`config.mk`:
```
export PLATFORM = sky130hd
export DESIGN_NAME = gpio_bank
export DESIGN_NICKNAME = d
export VERILOG_FILES = /design/src/rtl/gpio_irq_pkg.sv /design/src/rtl/gpio_sync.sv /design/src/rtl/gpio_pin_detect.sv /design/src/rtl/gpio_padmux.sv /design/src/rtl/gpio_regs.sv /design/src/rtl/gpio_bank.sv
export SDC_FILE = /design/constraint.sdc
export NUM_CORES = 1
export LEC_CHECK = 0
export CORE_ASPECT_RATIO = 1.1
export CORE_MARGIN = 3
export CORE_UTILIZATION = 50
export CTS_CLUSTER_SIZE = 14
export DETAILED_ROUTE_END_ITERATION = 7
export PLACE_DENSITY = 0.86
export SYNTH_ARGS = -nofsm -noshare
export SYNTH_HDL_FRONTEND = slang
export SYNTH_SLANG_ARGS = --single-unit
```
`constraint.sdc`:
```
create_clock -name clk -period 1.7 [get_ports clk]
set_input_delay 0.34 -clock clk [delete_from_list [all_inputs] [get_ports clk]]
set_output_delay 0.34 -clock clk [all_outputs]
set_load 0.05 [all_outputs]
```
`src/rtl/gpio_irq_pkg.sv`:
```
`timescale 1ns/1ps
package gpio_irq_pkg;

    localparam int REG_AW = 3;
    typedef logic [REG_AW-1:0] reg_addr_t;

    localparam reg_addr_t OFS_MODE = 3'd0;
    localparam reg_addr_t OFS_OUT  = 3'd1;
    localparam reg_addr_t OFS_IN   = 3'd2;
    localparam reg_addr_t OFS_TRIG = 3'd3;
    localparam reg_addr_t OFS_IEN  = 3'd4;
    localparam reg_addr_t OFS_STAT = 3'd5;

    typedef enum logic [1:0] {
        PM_INPUT  = 2'b00,
        PM_DRIVE  = 2'b01,
        PM_LISTEN = 2'b10,
        PM_SPARE  = 2'b11
    } pin_mode_e;

    typedef enum logic [1:0] {
        TG_RISE = 2'b00,
        TG_FALL = 2'b01,
        TG_LOW  = 2'b10,
        TG_HIGH = 2'b11
    } trig_e;

    typedef struct packed {
        pin_mode_e mode;
        trig_e     trig;
        logic      out_val;
        logic      irq_en;
    } pin_cfg_t;

    // True when the current and previous synchronized samples match the trigger.
    function automatic logic trig_hit(trig_e t, logic cur, logic prev);
        case (t)
            TG_RISE: return cur & ~prev;
            TG_FALL: return ~cur & prev;
            TG_LOW:  return ~cur;
            default: return cur;
        endcase
    endfunction

    function automatic logic mode_listens(pin_mode_e m);
        return m == PM_LISTEN;
    endfunction

    function automatic logic mode_drives(pin_mode_e m);
        return m == PM_DRIVE;
    endfunction

endpackage

```
`src/rtl/gpio_sync.sv`:
```
`timescale 1ns/1ps
module gpio_sync #(
    parameter int W = 8
) (
    input  logic         clk,
    input  logic         rst,
    input  logic [W-1:0] d_async,
    output logic [W-1:0] q_sync
);
    logic [W-1:0] stage1;
    logic [W-1:0] stage2;

    always_ff @(posedge clk) begin
        if (rst) begin
            stage1 <= '0;
            stage2 <= '0;
        end else begin
            stage1 <= d_async;
            stage2 <= stage1;
        end
    end

    assign q_sync = stage2;
endmodule

```
`src/rtl/gpio_pin_detect.sv`:
```
`timescale 1ns/1ps
module gpio_pin_detect
    import gpio_irq_pkg::*;
(
    input  logic     clk,
    input  logic     rst,
    input  logic     lvl,
    input  pin_cfg_t cfg,
    input  logic     handed_over,
    output logic     hit
);
    logic lvl_prev;

    // Previous sample tracks always, so changing trigger or mode creates no false edge.
    always_ff @(posedge clk) begin
        if (rst) lvl_prev <= 1'b0;
        else     lvl_prev <= lvl;
    end

    always_comb begin
        hit = 1'b0;
        if (mode_listens(cfg.mode) && !handed_over)
            hit = trig_hit(cfg.trig, lvl, lvl_prev);
    end
endmodule

```
`src/rtl/gpio_padmux.sv`:
```
`timescale 1ns/1ps
module gpio_padmux
    import gpio_irq_pkg::*;
#(
    parameter int NPINS = 8
) (
    input  pin_cfg_t [NPINS-1:0] cfg,
    input  logic     [NPINS-1:0] periph_sel,
    input  logic     [NPINS-1:0] periph_out,
    input  logic     [NPINS-1:0] periph_oe,
    output logic     [NPINS-1:0] pad_out,
    output logic     [NPINS-1:0] pad_oe
);
    for (genvar i = 0; i < NPINS; i++) begin : g_pin
        always_comb begin
            if (periph_sel[i]) begin
                pad_out[i] = periph_out[i];
                pad_oe[i]  = periph_oe[i];
            end else if (mode_drives(cfg[i].mode)) begin
                pad_out[i] = cfg[i].out_val;
                pad_oe[i]  = 1'b1;
            end else begin
                pad_out[i] = 1'b0;
                pad_oe[i]  = 1'b0;
            end
        end
    end
endmodule

```
`src/rtl/gpio_regs.sv`:
```
`timescale 1ns/1ps
module gpio_regs
    import gpio_irq_pkg::*;
#(
    parameter int NPINS = 8,
    parameter int DW    = 2 * NPINS
) (
    input  logic                 clk,
    input  logic                 rst,
    input  reg_addr_t            reg_addr,
    input  logic                 reg_we,
    input  logic     [DW-1:0]    reg_wdata,
    output logic     [DW-1:0]    reg_rdata,
    input  logic     [NPINS-1:0] lvl_sync,
    input  logic     [NPINS-1:0] event_hit,
    output pin_cfg_t [NPINS-1:0] cfg,
    output logic     [NPINS-1:0] stat_q
);
    logic [NPINS-1:0] clr_mask;

    assign clr_mask = (reg_we && reg_addr == OFS_STAT) ? reg_wdata[NPINS-1:0] : '0;

    always_ff @(posedge clk) begin
        if (rst) begin
            cfg <= '0;
        end else if (reg_we) begin
            for (int i = 0; i < NPINS; i++) begin
                case (reg_addr)
                    OFS_MODE: cfg[i].mode    <= pin_mode_e'(reg_wdata[2*i +: 2]);
                    OFS_TRIG: cfg[i].trig    <= trig_e'(reg_wdata[2*i +: 2]);
                    OFS_OUT:  cfg[i].out_val <= reg_wdata[i];
                    OFS_IEN:  cfg[i].irq_en  <= reg_wdata[i];
                    default: ;
                endcase
            end
        end
    end

    // A detection on the same edge as a clear wins, so no event is lost.
    always_ff @(posedge clk) begin
        if (rst) stat_q <= '0;
        else     stat_q <= (stat_q & ~clr_mask) | event_hit;
    end

    always_comb begin
        reg_rdata = '0;
        for (int i = 0; i < NPINS; i++) begin
            case (reg_addr)
                OFS_MODE: reg_rdata[2*i +: 2] = cfg[i].mode;
                OFS_TRIG: reg_rdata[2*i +: 2] = cfg[i].trig;
                OFS_OUT:  reg_rdata[i]        = cfg[i].out_val;
                OFS_IN:   reg_rdata[i]        = lvl_sync[i];
                OFS_IEN:  reg_rdata[i]        = cfg[i].irq_en;
                OFS_STAT: reg_rdata[i]        = stat_q[i];
                default: ;
            endcase
        end
    end
endmodule

```
`src/rtl/gpio_bank.sv`:
```
`timescale 1ns/1ps
module gpio_bank
    import gpio_irq_pkg::*;
#(
    parameter int NPINS = 8,
    parameter int DW    = 2 * NPINS
) (
    input  logic              clk,
    input  logic              rst,
    input  logic [REG_AW-1:0] reg_addr,
    input  logic              reg_we,
    input  logic [DW-1:0]     reg_wdata,
    output logic [DW-1:0]     reg_rdata,
    input  logic [NPINS-1:0]  pin_in,
    input  logic [NPINS-1:0]  periph_sel,
    input  logic [NPINS-1:0]  periph_out,
    input  logic [NPINS-1:0]  periph_oe,
    output logic [NPINS-1:0]  pad_out,
    output logic [NPINS-1:0]  pad_oe,
    output logic              irq
);
    pin_cfg_t [NPINS-1:0] cfg;
    logic     [NPINS-1:0] lvl_sync;
    logic     [NPINS-1:0] event_hit;
    logic     [NPINS-1:0] stat_q;
    logic     [NPINS-1:0] ien_vec;
    logic     [NPINS-1:0] listen_mask;

    gpio_sync #(.W(NPINS)) u_sync (
        .clk     (clk),
        .rst     (rst),
        .d_async (pin_in),
        .q_sync  (lvl_sync)
    );

    for (genvar i = 0; i < NPINS; i++) begin : g_det
        gpio_pin_detect u_det (
            .clk         (clk),
            .rst         (rst),
            .lvl         (lvl_sync[i]),
            .cfg         (cfg[i]),
            .handed_over (periph_sel[i]),
            .hit         (event_hit[i])
        );
        assign ien_vec[i]     = cfg[i].irq_en;
        assign listen_mask[i] = mode_listens(cfg[i].mode);
    end

    gpio_regs #(.NPINS(NPINS), .DW(DW)) u_regs (
        .clk       (clk),
        .rst       (rst),
        .reg_addr  (reg_addr),
        .reg_we    (reg_we),
        .reg_wdata (reg_wdata),
        .reg_rdata (reg_rdata),
        .lvl_sync  (lvl_sync),
        .event_hit (event_hit),
        .cfg       (cfg),
        .stat_q    (stat_q)
    );

    gpio_padmux #(.NPINS(NPINS)) u_padmux (
        .cfg        (cfg),
        .periph_sel (periph_sel),
        .periph_out (periph_out),
        .periph_oe  (periph_oe),
        .pad_out    (pad_out),
        .pad_oe     (pad_oe)
    );

    assign irq = |(stat_q & ien_vec);
endmodule

```
# == After elaboration in Yosys (flattened, before gate mapping) ==
# Cells that the tools add are included.
# classes
bitwise_logic,36
eq_ne,37
reduce_logical,31
n_mux,65
# ops
cell,n
$mux 1,40
$eq 2x1->1 const B,16
$eq 2x2->1 const B,16
$pmux 1 s4,7
$pmux 2 s2,7
$pmux 1 s3,8
$and 1x1->1,16
$and 8x8->8,2
$logic_not 2->1,8
$not 1->1,16
$logic_and 1x1->1,9
$logic_not 1->1,8
$mux 8,1
$not 8->8,1
$or 8x8->8,1
$reduce_and 2->1,4
$reduce_or 8->1,1
$eq 3x2->1 const B,2
$eq 3x3->1 const B,2
$pmux 1 s6,1
$eq 3x1->1 const B,1
$logic_not 3->1,1
$pmux 1 s2,1
# word_totals
word_cells,212
register_bits,80

# == Logic depth before layout (Yosys ltp) ==
# Gate-level depths: netlist of run 1.
# depth
word_depth,6
ltp_mapped,7

# == By module ==
# A second synthesis of run 1 with hierarchy kept.
# unflattened
cells_unflattened,463
area_unflattened_um2,4166.5
# by_module_without_submodules
module,seq_area_each_um2,area_each_um2,cells_per_inst,n_inst
gpio_regs,1121.1,2575.0,297,1
gpio_pin_detect,20.0,87.6,10,8
gpio_sync,320.3,464.2,33,1
gpio_padmux,0.0,390.4,48,1
gpio_bank,0.0,36.3,5,1

# == Worst setup path before layout of run 1 ==
# No wires, ideal clock.
# synth_timing
kind,input to output
start,input reg_addr[0]
end,output reg_rdata[1]
t_arrival_ns,1.884
cell_stages,5
path_buffers,2
path_slack_ns,-0.524
cell_sequence,buf_4 -> and2b_1 -> buf_2 -> a221o_1 -> a21oi_1
# synth_between
elab_chain_len,3
# synth_lines
item,line_no,rtl
from (decl),gpio_bank.sv:10,"input logic [REG_AW-1:0] reg_addr,"
$eq 3x2->1 or $logic_not 3->1 (tied branches),gpio_regs.sv:48,case (reg_addr)
$pmux 1 s2,gpio_regs.sv:48,
$pmux 1 s4 *,gpio_regs.sv:48,
to (decl),gpio_bank.sv:13,"output logic [DW-1:0] reg_rdata,"
# Every way passes the cells marked *; elsewhere a longest branch is shown, timed or not.

# == Final worst setup path of run 1 ==
# layout_timing
start,register u_regs.cfg[2] (netlist name)
end,output reg_rdata[0]
# layout_between
elab_chain_len,1
# layout_lines
item,line_no
$pmux 1 s6,gpio_regs.sv:48
# Every way passes these cells.

==> results of run 1 <==
==> registers in the layout (all words and copies together) (netlist names) <==
name	count
u_regs.cfg	48
u_regs.stat_q	8
g_det.u_det.lvl_prev	8
u_sync.q_sync	8
u_sync.stage1	8
==> power by group <==
part	internal, mW	leakage, nW	total [mW]	switching, mW
registers	1.92	0.660	1.96	0.0464
clock network	0.741	0.105	1.49	0.753
logic	0.468	1.49	0.952	0.484
==> layout make-up <==
class,count,area (um2),share of cell area
Inverter,3,11.3,0.00184
Timing Repair Buffer,149,1760,0.287
Clock inverter,6,75.1,0.0123
Clock buffer,10,138,0.0225
Sequential cell,80,1630,0.267
Tap cell,102,128,0.0208
Multi-Input combinational cell,378,2380,0.389
==> worst paths after layout <==
kind	from	to	slack, ps	cells past startpoint
worst min register to register	u_sync.stage1[4]	u_sync.q_sync[4]	460	1
worst max-delay path	u_regs.cfg[2]	reg_rdata[0]	-250	3
worst max register to register	u_regs.cfg[40]	u_regs.stat_q[6]	430	3
worst min-delay path	u_sync.stage1[4]	u_sync.q_sync[4]	460	1
==> routing by layer <==
metal  routed length, um  vias to the layer above
li1                    -                     1962
met1                5080                     2064
met2                6860                      309
met3                1250                       79
met4                 713                        0
met5                   0                        -
==> placed cells by master (no fill, tap or decap), types with 3 or more instances in the layout <==
cell type,instances
a21oi_1,56
a21oi_4,5
a221o_1,3
a22oi_1,11
a22oi_2,11
a32o_1,7
a32oi_1,3
buf_12,34
buf_4,47
buf_6,15
buf_8,3
clkbuf_8,10
clkdlybuf4s50_1,44
dfxtp_1,61
dfxtp_2,16
dfxtp_4,3
dlymetal6s2s_1,5
inv_1,3
nand2_1,122
nand2b_1,24
nor2_1,5
nor2_2,9
nor2_4,3
nor2b_1,38
o21ai_0,6
o21ai_1,8
o21ai_2,16
o31ai_1,7
or4b_1,7
==> worst reg2reg max path: stages, from the launching register on <==
cell	delay [ps]
dfxtp_2	360
or4b_1	530
a21oi_1	160
a32o_1	160
==> timing repair <==
item / in CTS / in global routing
endpoints found under the setup margin: 75 / 28
setup buffers: 5 / 3
gates resized for setup: 77 / 46
pin swaps: 17 / 19
==> metrics by stage <==
step / hold WS [ps] / cell area [um2] / std cells / util / power, mW
2_1_floorplan: 414 / 3930 / 490 / - / 2.39
3_3_place_gp: 421 / 5490 / 704 / 0.758 / 2.83
3_5_place_dp: 422 / 5490 / 704 / 0.758 / 2.85
4_1_cts: 435 / 5940 / 725 / 0.820 / 4.36
5_1_grt: 472 / 6120 / 728 / 0.845 / 4.53
6_report: 461 / 6120 / 728 / 0.845 / 4.41
==> synth_stat cells <==
library cell / n / area share
dfxtp_1: 80 / 0.42
a221o_1: 3 / 0.0078
buf_1: 2 / 0.0020
o31ai_1: 8 / 0.016
o21ai_1: 3 / 0.0039
nand3_1: 1 / 0.0013
a31oi_1: 2 / 0.0033
mux2_2: 2 / 0.0059
nand4_1: 1 / 0.0016
nand2b_1: 25 / 0.041
and3_1: 2 / 0.0033
and2_0: 1 / 0.0016
a31o_1: 1 / 0.0023
xnor2_1: 1 / 0.0023
nor2_1: 17 / 0.017
o21ai_0: 27 / 0.035
nor2b_2: 1 / 0.0023
nor2b_1: 40 / 0.065
o21bai_1: 1 / 0.0020
o211a_1: 2 / 0.0052
o22ai_1: 2 / 0.0033
nor4b_1: 1 / 0.0023
and2_1: 3 / 0.0049
or3b_1: 1 / 0.0023
buf_4: 9 / 0.018
or4b_1: 7 / 0.018
and2b_1: 1 / 0.0020
buf_2: 7 / 0.0091
clkbuf_1: 11 / 0.011
a32oi_1: 4 / 0.0091
nand2_2: 1 / 0.0016
nor3b_4: 1 / 0.0049
or3_1: 1 / 0.0016
a32o_1: 7 / 0.018
inv_1: 3 / 0.0029
xor2_1: 1 / 0.0023
mux2i_1: 2 / 0.0052
a22oi_1: 22 / 0.043
nand2_1: 123 / 0.12
a21oi_1: 62 / 0.081
mux4_2: 1 / 0.0059
==> kinds of logic (layout without fill, tap and decap cells) <==
group,after synthesis,after routing,synth area share
xor gates and xnor gates,2,2,0.00456
buffers and inverters,32,168,0.0423
AOI/OAI and AO/OA,144,144,0.229
and+or+nand+nor,227,227,0.290
DFF,80,80,0.417
muxes,5,5,0.0169
==> metrics.txt, run 1 <==
WP data required=1360 ps; drt wl/cell=19.1 um; CTS root buf=clkbuf_8; Synth cell types=41; setup ws final=-247 ps; DR pass1 iterations=5; worst path cell trace=mux4_2, mux2_4, buf_12; class of the most critical setup path=register to output pin; setup slack after placement=-664 ps; Num CTS Buffers=9; failing checks=negative setup slack; Leak=2.26 nW; CTS Buffer Depth=2; Startpoint Class=register; standard-cell rows=32; minimum clock period=1950 ps; status=finished, violations left; die area=8780 um2; register area share after synthesis=0.417; Hold Buf Count CTS=0; vias per cell=6.06; io pins=87; max-slew violations=0; CTS tree=done; Post-Syn Nets=544; post-route ant nets=0; total of warnings raised by yosys=0; Total Nets Final=675; largest net degree at the start of global routing=23; total congestion overflow=0; Fin. Hold Viols=0; PD cells=720 nW/um2; top achievable clock speed=0.514 GHz; Clock Latency Late Sink=370 ps; Syn Area/Cell=7.85 um2; synthesized cell area=3840 um2; Die Span X=89.6 um; CTS sink count=80; RSZ-0062 raised after global routing=true; CP max stage delay=450 ps; Buf/Inv on CP=1; routing usage on met2=0.487; Routability Congestion=0.956; Die Y=98.0 um; fin crit share=1.15; htree depth=3; Diodes inserted=0; Placeable Area=7250 um2; maximum vdd drop=0.586 mV; M3 GR Usage=0.0565; Mapped Cells=490; fillers=360; port bufs=86; GRT Util Overall=0.306; Worst Hold Class=register to register; fraction of final layout cells sized beyond drive strength 1=0.318; DR iter-0 viols=415; Area Overhead vs Synth=59.3%; Worst-Margin Slew=511 ps; final WL=13900 um; Via Count=4414; cell family with most CP delay=multiplexers; number of global-route vias before repair=4363; final setup vio count=15; Rel. slew slack=0.659; met1 Usage GRT=0.374; DRC violations left=0; busiest layer in global routing=met2; FF+latch count, synth=80; crit-path max FO=2; first-pass GRT wire length=20900 um; DP HPWL=9030 um; crit path DAT=1610 ps; Worst Setup End Kind=output pin; final setup skew=6.65 ps; initial antenna violation count=0; crit path max-delay cell type=mux4_2; Initial Util=0.531; clk slew on worst S/H paths=90 ps; Fin Setup TNS=-1210 ps; Max Cap Viol=0
(Power assumes the default switching activity.)
==> inputs of run 2 (changes only) <==
--- a/config.mk
+++ b/config.mk
@@ -7,10 +7,12 @@
 export LEC_CHECK = 0
 export CORE_ASPECT_RATIO = 1.1
 export CORE_MARGIN = 3
-export CORE_UTILIZATION = 50
+export CORE_UTILIZATION = 40
 export CTS_CLUSTER_SIZE = 14
 export DETAILED_ROUTE_END_ITERATION = 7
-export PLACE_DENSITY = 0.86
+export PLACE_DENSITY = 0.72
+export RECOVER_POWER = 25
+export SETUP_SLACK_MARGIN = 0.05
 export SYNTH_ARGS = -nofsm -noshare
 export SYNTH_HDL_FRONTEND = slang
 export SYNTH_SLANG_ARGS = --single-unit
==> metrics.txt, run 2 (synthesis gave the netlist of run 1 again) <==
commonest cells after routing, fill and taps aside=nand2_1 (122), dfxtp_1 (64), a21oi_1 (56); Worst Hold Class=register to register; Worst Setup End Kind=output pin; switching power=1.22 mW (-4.9%); status=finished, violations left; Fin Setup TNS=-1310 ps (-94.5 ps); DR pass1 iterations=5 (unchanged); DRC violations left=0 (unchanged); Total Nets Final=679 (+0.59%); DP HPWL=8820 um (-2.3%); switching fraction of total power=0.275 (-0.0163); Largest register FFs=48 (unchanged); crit path DAT=1580 ps (-30 ps); initial antenna violation count=0 (unchanged); Buf/Inv on CP=1 (unchanged); setup ws final=-223 ps (+23.8 ps); final setup vio count=13 (-2); CTS tree=done; worst path cell trace=mux4_2, mux2_4, buf_12; FF-to-FF path depth=6 (+3); final setup skew=3.74 ps (-2.91 ps); r2r startpoint=u_regs.cfg[2]; max-slew violations=0 (unchanged); Leak=2.31 nW (+2.2%); fin crit share=1.13 (-0.0140); Via Count=4133 (-6.4%); Largest Register=u_regs.cfg; WP depth=3 (unchanged); minimum clock period=1920 ps (-23.8 ps); fraction of final layout cells sized beyond drive strength 1=0.329 (+0.0107); clk slew on worst S/H paths=80 ps (about the same); vias per cell=5.56 (-8.4%); Num CTS Buffers=9 (unchanged); CTS Buffer Depth=2 (unchanged); class of the most critical setup path=register to output pin; Max Cap Viol=0 (unchanged); top achievable clock speed=0.520 GHz (+1.2%); die area=10800 um2 (+23%); crit path launch=u_regs.cfg[2]; final non-filler cell area=6260 um2 (+2.3%); WP data required=1360 ps (about the same); largest net degree at the start of global routing=25 (+8.7%); post-route insts no fill=744 (+2.2%); Hold Buf Count CTS=0 (unchanged); r2r setup slk=360 ps (-70 ps); Rel. slew slack=0.136 (-0.524); Clock Latency Late Sink=360 ps (about the same); Worst-Margin Slew=1300 ps (+785 ps); io pins=87 (unchanged); Die Span X=99.5 um (+11%); Diodes inserted=0 (unchanged); cell family with most CP delay=multiplexers; Routability Congestion=0.887 (-7.2%); number of global-route vias before repair=4001 (-8.3%); failing checks=negative setup slack; Die Y=109 um (+11%); post-route ant nets=0 (unchanged); Area Overhead vs Synth=62.9%; maximum vdd drop=0.403 mV (-31%); setup slack after placement=-662 ps (+2.00 ps); sequential power share=0.441 (-0.004); placed cells=713 (+1.3%); Placeable Area=9100 um2 (+26%); CTS sink count=80 (unchanged); Pwr Total=4.44 mW (+0.80%); share of power burned in the clock network=0.342 (+0.003); Startpoint Class=register; first-pass GRT wire length=19900 um (-4.6%); Initial Util=0.423 (-0.108); htree depth=3 (unchanged); RSZ-0062 raised after global routing=true; crit path max-delay cell type=mux4_2; most common cell after layout, fill and taps aside=nand2_1; P_int=3.22 mW (+3.1%); PD cells=710 nW/um2 (-1.4%); critical path endpoint=reg_rdata[0]; final WL=12700 um (-9.0%); port bufs=86 (unchanged); Post-DP Area=5570 um2 (+1.3%); DR iter-0 viols=253 (-39%); CP max stage delay=450 ps (about the same); standard-cell rows=36 (+13%); GRT Util Overall=0.235 (-0.0711); crit-path max FO=2 (unchanged); Fin. Hold Viols=0 (unchanged); CTS root buf=clkbuf_8; drt wl/cell=17.0 um (-11%); total congestion overflow=0 (unchanged); r2r endpoint=u_regs.stat_q[0]; Comb pwr share=0.217 (about the same)
==> run 2: cell types whose count changed in the layout (fill, tap and decap cells not counted), sizes merged <==
cell,delta
buf,-2
bufinv,+1
clkbuf,+6
clkdlybuf4s50,-3
clkinv,+3
clkinvlp,-1
dlygate4sd2,+4
dlymetal6s2s,-1
inv,-3
==> run 2: layout make-up <==
| class | count | area (um2) |
|---|---|---|
| Clock buffer | 10 | 128 |
| Clock inverter | 6 | 83.8 |
| Fill cell | 711 | 2840 |
| Inverter | 3 | 11.3 |
| Multi-Input combinational cell | 378 | 2440 |
| Sequential cell | 80 | 1630 |
| Tap cell | 114 | 143 |
| Timing Repair Buffer | 153 | 1830 |
==> run 2: how the worst min path moves through the flow <==
stage,start,end,cells past startpoint
floorplan,u_sync.stage1[0],u_sync.q_sync[0],1
global placement,u_sync.stage1[5],u_sync.q_sync[5],1
detailed placement,u_sync.stage1[2],u_sync.q_sync[2],1
CTS,rst,u_sync.q_sync[5],2
global route,u_sync.stage1[7],u_sync.q_sync[7],1
finish,u_sync.stage1[2],u_sync.q_sync[2],1
==> run 2: worst reg2reg max path, cell delays in order, from the launching register on <==
cell and delay (ps):
dfxtp_2 330, buf_4 120, buf_4 130, nand2b_1 150
a22oi_1 200, o31ai_1 100, a32o_1 210
==> run 2: power by group through the flow <==
stage | Clock, mW | Combinational (mW) | Sequential, mW
global route | 1.62 | 1.02 | 1.97
CTS | 1.53 | 0.940 | 1.96
detailed placement | 0 | 0.865 | 2.00
finish | 1.52 | 0.965 | 1.96
global placement | 0 | 0.854 | 2.00
floorplan | 0 | 0.412 | 1.99
==> run 2: routing by layer <==
layer / vias to the layer above / global-route usage / routed length (um)
li1: 1976 / - / -
met1: 1965 / 0.300 / 5260
met2: 166 / 0.405 / 6230
met3: 26 / 0.0320 / 877
met4: 0 / 0.0878 / 286
met5: - / 0 / 0
==> run 2: through the flow <==
stage               utilization  hold slack (ps)
floorplan                     -              414
CTS                       0.674              445
detailed placement        0.612              428
finish                    0.688              441
global route              0.688              463
global placement          0.612              416
==> run 2: repair_timing <==
| action | CTS | global route |
|---|---|---|
| cloned | 3 | 0 |
| resized for setup | 88 | 37 |
| setup endpoints to repair | 74 | 30 |
| pin swaps | 23 | 22 |
| buffers inserted | 11 | 2 |
==> inputs of run 3 (changes only) <==
--- a/config.mk
+++ b/config.mk
@@ -10,6 +10,7 @@
 export CORE_UTILIZATION = 40
 export CTS_CLUSTER_SIZE = 14
 export DETAILED_ROUTE_END_ITERATION = 7
+export HOLD_SLACK_MARGIN = 0.02
 export PLACE_DENSITY = 0.72
 export RECOVER_POWER = 25
 export SETUP_SLACK_MARGIN = 0.05
==> results of run 3 <==
Same layout as run 2: the final DEF is identical, and so are final timing and power.
